==> src/rtl/baud_tick_pkg.sv <==
package baud_tick_pkg;
  // Strobes from control to datapath
  typedef struct packed {
    logic load;     // latch new divisor, clear accumulator, start first period
    logic reload;   // period ended: start the next one, advance the accumulator
    logic countEn;  // decrement the period counter
  } dpCtrl_t;
endpackage

==> src/rtl/baud_tick_dp.sv <==
module baud_tick_dp
  import baud_tick_pkg::*;
#(
  parameter int INT_W  = 16,
  parameter int FRAC_W = 6
) (
  input  logic              clk,
  input  logic              rstN,
  input  dpCtrl_t           ctrl,
  input  logic [INT_W-1:0]  intDivIn,
  input  logic [FRAC_W-1:0] fracDivIn,
  output logic              terminal,
  output logic [INT_W-1:0]  actIntOut
);
  localparam int CNT_W = INT_W + 1;

  logic [INT_W-1:0]  actInt;
  logic [FRAC_W-1:0] actFrac;
  logic [FRAC_W-1:0] phaseAcc;
  logic [CNT_W-1:0]  remain;
  logic [FRAC_W:0]   phaseSum;
  logic              stretch;
  logic [CNT_W-1:0]  nextLen;

  assign phaseSum = {1'b0, phaseAcc} + {1'b0, actFrac};
  assign stretch  = phaseSum[FRAC_W];
  assign nextLen  = {1'b0, actInt} + CNT_W'(stretch);

  always_ff @(posedge clk or negedge rstN) begin
    if (!rstN) begin
      actInt   <= '0;
      actFrac  <= '0;
      phaseAcc <= '0;
      remain   <= '0;
    end else if (ctrl.load) begin
      actInt   <= intDivIn;
      actFrac  <= fracDivIn;
      phaseAcc <= '0;
      remain   <= {1'b0, intDivIn};
    end else if (ctrl.reload) begin
      phaseAcc <= phaseSum[FRAC_W-1:0];
      remain   <= nextLen;
    end else if (ctrl.countEn && remain > CNT_W'(1)) begin
      remain   <= remain - CNT_W'(1);
    end
  end

  assign terminal  = (remain == CNT_W'(1));
  assign actIntOut = actInt;

  // a period is never longer than the integer part plus one clock
  assert_count_bound_R4: assert property (@(posedge clk) disable iff (!rstN)
    remain <= ({1'b0, actInt} + CNT_W'(1)))
    else $error("period counter above integer part plus one");
endmodule

==> src/rtl/baud_tick_ctl.sv <==
module baud_tick_ctl
  import baud_tick_pkg::*;
#(
  parameter int INT_W  = 16,
  parameter int FRAC_W = 6
) (
  input  logic              clk,
  input  logic              rstN,
  input  logic              commit,
  input  logic [INT_W-1:0]  intDivIn,
  input  logic [FRAC_W-1:0] fracDivIn,
  input  logic              terminal,
  output dpCtrl_t           ctrl,
  output logic              tick
);
  logic runQ;
  logic divOk;

  // A zero integer part, or one with a nonzero fraction, is unrealisable
  assign divOk = (intDivIn != '0) &&
                 !((intDivIn == INT_W'(1)) && (fracDivIn != '0));

  always_ff @(posedge clk or negedge rstN) begin
    if (!rstN)       runQ <= 1'b0;
    else if (commit) runQ <= divOk;
  end

  assign tick         = runQ && terminal;
  assign ctrl.load    = commit;
  assign ctrl.reload  = tick && !commit;
  assign ctrl.countEn = runQ && !commit;

  // committing a zero integer part silences the tick
  assert_zero_silent_R6: assert property (@(posedge clk) disable iff (!rstN)
    (commit && intDivIn == '0) |=> !tick)
    else $error("tick after zero divisor commit");

  // integer part one with a fraction is rejected
  assert_unit_frac_silent_R7: assert property (@(posedge clk) disable iff (!rstN)
    (commit && intDivIn == INT_W'(1) && fracDivIn != '0) |=> !tick)
    else $error("tick after invalid unit divisor commit");
endmodule

==> src/rtl/frac_baud_tick.sv <==
module frac_baud_tick
  import baud_tick_pkg::*;
#(
  parameter int INT_W  = 16,
  parameter int FRAC_W = 6
) (
  input  logic              clk,
  input  logic              rstN,
  input  logic [INT_W-1:0]  intDivIn,
  input  logic [FRAC_W-1:0] fracDivIn,
  input  logic              commit,
  output logic              tick
);
  dpCtrl_t          ctrl;
  logic             terminal;
  logic [INT_W-1:0] actInt;

  baud_tick_ctl #(.INT_W(INT_W), .FRAC_W(FRAC_W)) u_ctl (
    .clk(clk), .rstN(rstN), .commit(commit),
    .intDivIn(intDivIn), .fracDivIn(fracDivIn),
    .terminal(terminal), .ctrl(ctrl), .tick(tick)
  );

  baud_tick_dp #(.INT_W(INT_W), .FRAC_W(FRAC_W)) u_dp (
    .clk(clk), .rstN(rstN), .ctrl(ctrl),
    .intDivIn(intDivIn), .fracDivIn(fracDivIn),
    .terminal(terminal), .actIntOut(actInt)
  );

  // with a period above one, a tick is a single-cycle pulse
  assert_single_pulse_R3: assert property (@(posedge clk) disable iff (!rstN)
    (tick && !commit && actInt > INT_W'(1)) |=> !tick)
    else $error("tick held for two cycles");

  // the first period after a commit is a full period, never immediate
  assert_first_gap_R2: assert property (@(posedge clk) disable iff (!rstN)
    (commit && intDivIn > INT_W'(1)) |=> !tick)
    else $error("tick immediately after commit");
endmodule

==> config.mk <==
export PLATFORM = sky130hd
export DESIGN_NAME = frac_baud_tick
export DESIGN_NICKNAME = d
export VERILOG_FILES = /design/src/rtl/baud_tick_pkg.sv /design/src/rtl/baud_tick_dp.sv /design/src/rtl/baud_tick_ctl.sv /design/src/rtl/frac_baud_tick.sv
export SDC_FILE = /design/constraint.sdc
export NUM_CORES = 1
export LEC_CHECK = 0
export BUFFER_PORTS_ARGS = -buffer_cell sky130_fd_sc_hd__buf_2
export CORE_MARGIN = 3
export CORE_UTILIZATION = 35
export DETAILED_ROUTE_END_ITERATION = 7
export GPL_TIMING_DRIVEN = 0
export SETUP_SLACK_MARGIN = 0.02
export SYNTH_ARGS = -nofsm -noshare
export SYNTH_HDL_FRONTEND = slang
export SYNTH_SLANG_ARGS = --single-unit
==> constraint.sdc <==
create_clock -name clk -period 2.75 [get_ports clk]
set_input_delay 0.1375 -clock clk [delete_from_list [all_inputs] [get_ports clk]]
set_output_delay 0.1375 -clock clk [all_outputs]
set_load 0.02 [all_outputs]
; ---- After elaboration in Yosys (flattened, before gate mapping)
; Index checks and enable logic that the tools add are counted.
[word_totals]
regBits = 46
in_bits = 25
[classes]
addsub = 3
magnitude_cmp = 1
n_eq_ne = 2
muxes = 5
reduce_logical = 12
[ops]
columns = cell, count
row1 = $mux W17, 3
row2 = $add A16 B1 Y17, 1
row3 = $eq A17 B1 Y1 const B, 1
row4 = $gt A17 B1 Y1 const B, 1
row5 = $sub A17 B1 Y17 const B, 1
row6 = $eq A16 B1 Y1 const B, 1
row7 = $reduce_bool A16 Y1, 1
row8 = $mux W6, 2
row9 = $add A6 B6 Y7, 1
row10 = $logic_and A1 B1 Y1, 6
row11 = $reduce_bool A6 Y1, 1
row12 = $reduce_bool A3 Y1, 1
row13 = $logic_not A1 Y1, 2
row14 = $reduce_bool A2 Y1, 1

; ---- Longest topological paths before layout
[logic_depth]
word_depth = 6
ltp_mapped = 15

; ---- By module
; Synthesis repeated with hierarchy kept, for this count alone.
[hier_totals]
cells_unflattened = 294
area_unflattened_um2 = 2871.5
[by_module_without_submodules]
columns = module, instances, cells_each, area_each_um2, seq_area_each_um2
row1 = baud_tick_dp, 1, 280, 2736.4, 1126.1
row2 = baud_tick_ctl, 1, 14, 135.1, 25.0

; ---- Worst setup path after synthesis
; No wires, ideal clock.
[synth_timing]
kind = register to register
from = reg u_dp.phaseAcc[0]
to = reg u_dp.remain[14]
setup_ps = 132
arrival_ps = 2597
required_ps = 2618
path_slack_ps = 20
path_stages_with_launch = 16
n_path_buf = 0
period_less_slack_ps = 2730
cell_sequence = dfrtp_1 -> ha_1 -> inv_1 -> fa_1 -> nor2b_1 -> o21a_1 -> o21ai_0 -> nand2b_1 -> a21o_1 -> ha_1 -> ha_1 -> nand3_1 -> nor4_1 -> xor2_1 -> a211oi_1 -> o22ai_1
[synth_between]
elab_chain_cells = 4
[synth_lines]
columns = element, line_no
row1 = start: declaration, baud_tick_dp.sv:19  ; logic [FRAC_W-1:0] phaseAcc;
row2 = start signal: assignment, baud_tick_dp.sv:41  ; phaseAcc <= phaseSum[FRAC_W-1:0];
row3 = $add A6 B6 Y7, baud_tick_dp.sv:25  ; assign phaseSum = {1'b0, phaseAcc} + {1'b0, actFrac};
row4 = $add A16 B1 Y17, baud_tick_dp.sv:27  ; assign nextLen = {1'b0, actInt} + CNT_W'(stretch);
row5 = $mux W17, baud_tick_dp.sv:40  ; end else if (ctrl.reload) begin
row6 = $mux W17, baud_tick_dp.sv:35  ; end else if (ctrl.load) begin
row7 = end signal: assignment, baud_tick_dp.sv:39  ; remain <= {1'b0, intDivIn};
row8 = end signal: assignment, baud_tick_dp.sv:42  ; remain <= nextLen;
row9 = end signal: assignment, baud_tick_dp.sv:44  ; remain <= remain - CNT_W'(1);
row10 = end: declaration, baud_tick_dp.sv:20  ; logic [CNT_W-1:0] remain;
; No other way between the ends.
; A chain may end at the register's enable or synchronous reset.

; ---- Worst setup path after layout
[layout_timing]
from = reg u_dp.phaseAcc[0]
to = reg u_dp.remain[9]
; The elaborated chain is that of the path after synthesis.

==> impl_metrics.csv <==
group,metric,value,unit
outcome,status,"finished with violations",
outcome,violations,"negative setup slack",
timing,slew_headroom,0.306,
pwr,sequentialPowerShare,0.521,
synth,yosysSeqAreaShare,0.390,
timing,hold_viol,0,
synth,avgSynthCellArea,9.19,um2
pwr,pwr-share-comb,0.189,
synth,synth-edff-count,0,
layout,syn_to_final_growth,18.1,%
timing,worst_slack,-32.7,ps
cts,holdBufCountCts,0,
placement,place_area,0.00320,mm2
synth,synth_fp_nets,358,
route,post_drt_wl_per_cell,17.6,um
floorplan,rows,32,
setup_path,crit_path_max_fanout,5,
floorplan,ios,26,
pwr,power.density,436,mW/mm2
pwr,ir_drop,0.287,mV
synth,synth_seq_cells,46,
layout,drive_above_1_share,0.234,
pwr,clkPwrFrac,0.290,
cts,cts_tree,"done",
setup_path,critPathLaunchType,"flop",
setup_path,reg2reg_slack,-30,ps
layout,diodes,0,
cts,clk_latency,300,ps
global_route,grt_start_max_net_pins,47,
timing,clock_skew,10.6,ps
setup_path,critPathCaptureType,"flop",
route,routed_via_density,5.72,
setup_path,worstSetupPathType,"flop to flop",
cts,path_clk_slew,90,ps
global_route,gr-usage-all-layers,0.175,
global_route,grt_pass1_vias,2596,
timing,finalSetupViolCount,5,
setup_path,cp.arrival,2980,ps
synth,netlist_top_cells_area,"dfrtp_1, ha_1, mux2_2",
synth,yosysUniqueCellTypes,57,
placement,place_hpwl,6080,um
route,route.detailed.drc,0,
timing,tightest_slew,1040,ps
synth,yosys_warnings,0,
global_route,grt_pass1_wl,13600,um
timing,fin_setup_tns,-58.4,ps
synth,synth_ff_type,"dfrtp_1",
global_route,overflow,0,
timing,min_period,2780,ps
floorplan,fp.dieH,97.8,um
timing,rsz0062_at_grt,"yes",
synth,syn_area,0.00295,mm2
synth,synthCells,321,
cts,cts_made_buffers,5,
route,first_iter_violations,208,
timing,fmax,0.359,GHz
floorplan,die_area,0.00957,mm2
setup_path,r2r_cells,15,
floorplan,die_x,97.8,um
pwr,swShare,0.306,
cts,cts.sinks,46,
placement,gp_congestion,0.901,
synth,synth-async-reset-ratio,1.00,
timing,slew_viol_final,0,
pwr,power_leakage,1.40,nW
cts,clockRootBuffer,"clkbuf_8",
setup_path,required,2950,ps
job,drv_cap,0,
layout,final_cell_area,0.00349,mm2
synth,synth_top_area_cell,"dfrtp_1",
timing,whs,15.1,ps
timing,period_share,1.01,
setup_path,r2r_start,"u_dp.phaseAcc[0]",
floorplan,core-area,0.00797,mm2
worst_hold_path,min_path_type,"input pin to asynchronous set/reset pin",
cts,htreeDepth,2,
placement,port_buffers,25,
synth,synth_top_area_share,0.390,
setup_path,r2r_end,"u_dp.remain[9]",
route,wirelength,8210,um
pwr,p_int,1.05,mW
layout,nFillCells,774,
layout,nNetsFinal,399,
cts,clk_path_buf_depth,2,
pwr,p_switching,0.465,mW
route,postRouteAntennaNets,0,
floorplan,start_util,0.370,
route,first_pass_iters,4,
route,vias,2660,
global_route,antenna_found_initial,0,
[state kept, by name, summed over array words and instances (netlist names)]
signal,count
u_dp.remain,17
u_ctl.runQ,1
u_dp.actIntOut,16
u_dp.phaseAcc,6
u_dp.actFrac,6
[worst max-delay path by stage]
stage                startpoint               to
2_1_floorplan  u_dp.phaseAcc[0]  u_dp.remain[14]
6_report       u_dp.phaseAcc[0]   u_dp.remain[9]
3_3_place_gp   u_dp.phaseAcc[0]  u_dp.remain[14]
3_5_place_dp   u_dp.phaseAcc[0]  u_dp.remain[14]
5_1_grt        u_dp.phaseAcc[0]   u_dp.remain[9]
4_1_cts        u_dp.phaseAcc[0]  u_dp.remain[12]
[area by class of cell]
cell class | count | area (um2) | share of cell area
repair buffers | 34 | 196 | 0.0563
well taps | 102 | 128 | 0.0366
flip-flops and latches | 46 | 1150 | 0.330
clock buffers | 7 | 86.3 | 0.0248
multi-input cells | 238 | 1770 | 0.507
clock inverters | 1 | 5.00 | 0.00144
plain buffers | 14 | 63.8 | 0.0183
inverters | 23 | 88.8 | 0.0255
[cell usage after synthesis (2+ instances only)]
master	count
ha_1	11
nand3_1	16
or3_1	4
o311ai_0	4
o31ai_1	4
inv_1	22
a211oi_1	5
o211ai_1	8
a21oi_1	13
a21o_1	3
buf_2	3
nor2_1	15
nand2b_1	2
nand4_1	3
a31oi_1	2
xor2_1	5
dfrtp_1	46
xnor2_1	15
clkbuf_1	8
o21a_1	2
mux2i_1	5
o311a_1	2
nor4_1	9
mux2_2	12
o31a_1	2
or2_2	3
buf_1	2
a41oi_1	2
or4_1	3
nand2_1	30
nor3_1	13
o21ai_0	22
[timing repair]
action                                  CTS  global route
resized for setup                        22             7
endpoints found under the setup margin   14            14
buffers inserted                          8             1
gates cloned                              0             0
pin swaps                                 7             7
[through the flow]
stage                util  total power, mW  setup slack (ps)  std cells
CTS                 0.434             1.52             -14.2        464
detailed placement  0.402             1.08              -370        448
finish              0.438             1.52             -32.7        465
global route        0.438             1.60              -255        465
global placement    0.402             1.07              -360        448
floorplan               -            0.978              20.3        321
[cell families (layout without fill, tap and decap cells)]
family | count (synthesis) | after routing | synth area share
AOI/OAI and AO/OA | 83 | 83 | 0.198
xor gates and xnor gates | 20 | 20 | 0.0593
adders and majority gates | 12 | 12 | 0.0534
buffers and inverters | 37 | 79 | 0.0513
DFF | 46 | 46 | 0.390
muxes | 17 | 17 | 0.0627
and+or+nand+nor | 106 | 106 | 0.185
[layer usage]
| metal | wire length, um | part of all wire | track usage | vias to the layer above |
|---|---|---|---|---|
| met5 | 0 | 0 | 0 | - |
| met2 | 3880 | 0.47 | 0.277 | 88 |
| met4 | 188 | 0.023 | 0.0575 | 0 |
| met1 | 3700 | 0.45 | 0.244 | 1294 |
| li1 | - | - | - | 1263 |
| met3 | 445 | 0.054 | 0.0271 | 15 |
[power groups by stage]
stage | registers [mW] | logic [mW] | clock network, mW
after global placement | 0.800 | 0.274 | 0
final | 0.792 | 0.288 | 0.440
after CTS | 0.790 | 0.286 | 0.446
after global routing | 0.802 | 0.320 | 0.476
after floorplan | 0.787 | 0.191 | 0
after detailed placement | 0.801 | 0.277 | 0
[critical path, stage by stage (launching register included)]
cell      delay (ps)
dfrtp_1          360
ha_2             190
inv_2             40
fa_2             330
nor2b_1          110
o21a_1           150
o21ai_2           60
nand2b_1          70
a21o_1           140
ha_2             180
nand4_1          120
buf_6            170
nor4_4           260
xnor2_2          180
o21ai_1           80
o221a_2          240
[cells in the final DEF (no fill, tap or decap), types with 5 or more instances in the layout]
cell      synthesis  routed
nand2_1          30      30
xnor2_1          15      14
buf_2             3      28
dfrtp_1          46      46
ha_1             11       8
o211ai_1          8       8
nor3_1           13      12
clkbuf_8          0       6
clkbuf_1          8       9
a211oi_1          5       5
buf_4             0       8
nand3_1          16      14
xor2_1            5       5
a21oi_1          13      13
inv_1            22      21
mux2i_1           5       5
mux2_2           12      11
nor4_1            9       5
o21ai_0          22      18
nor2_1           15      13
No activity file was read; power rests on OpenSTA's default activity.
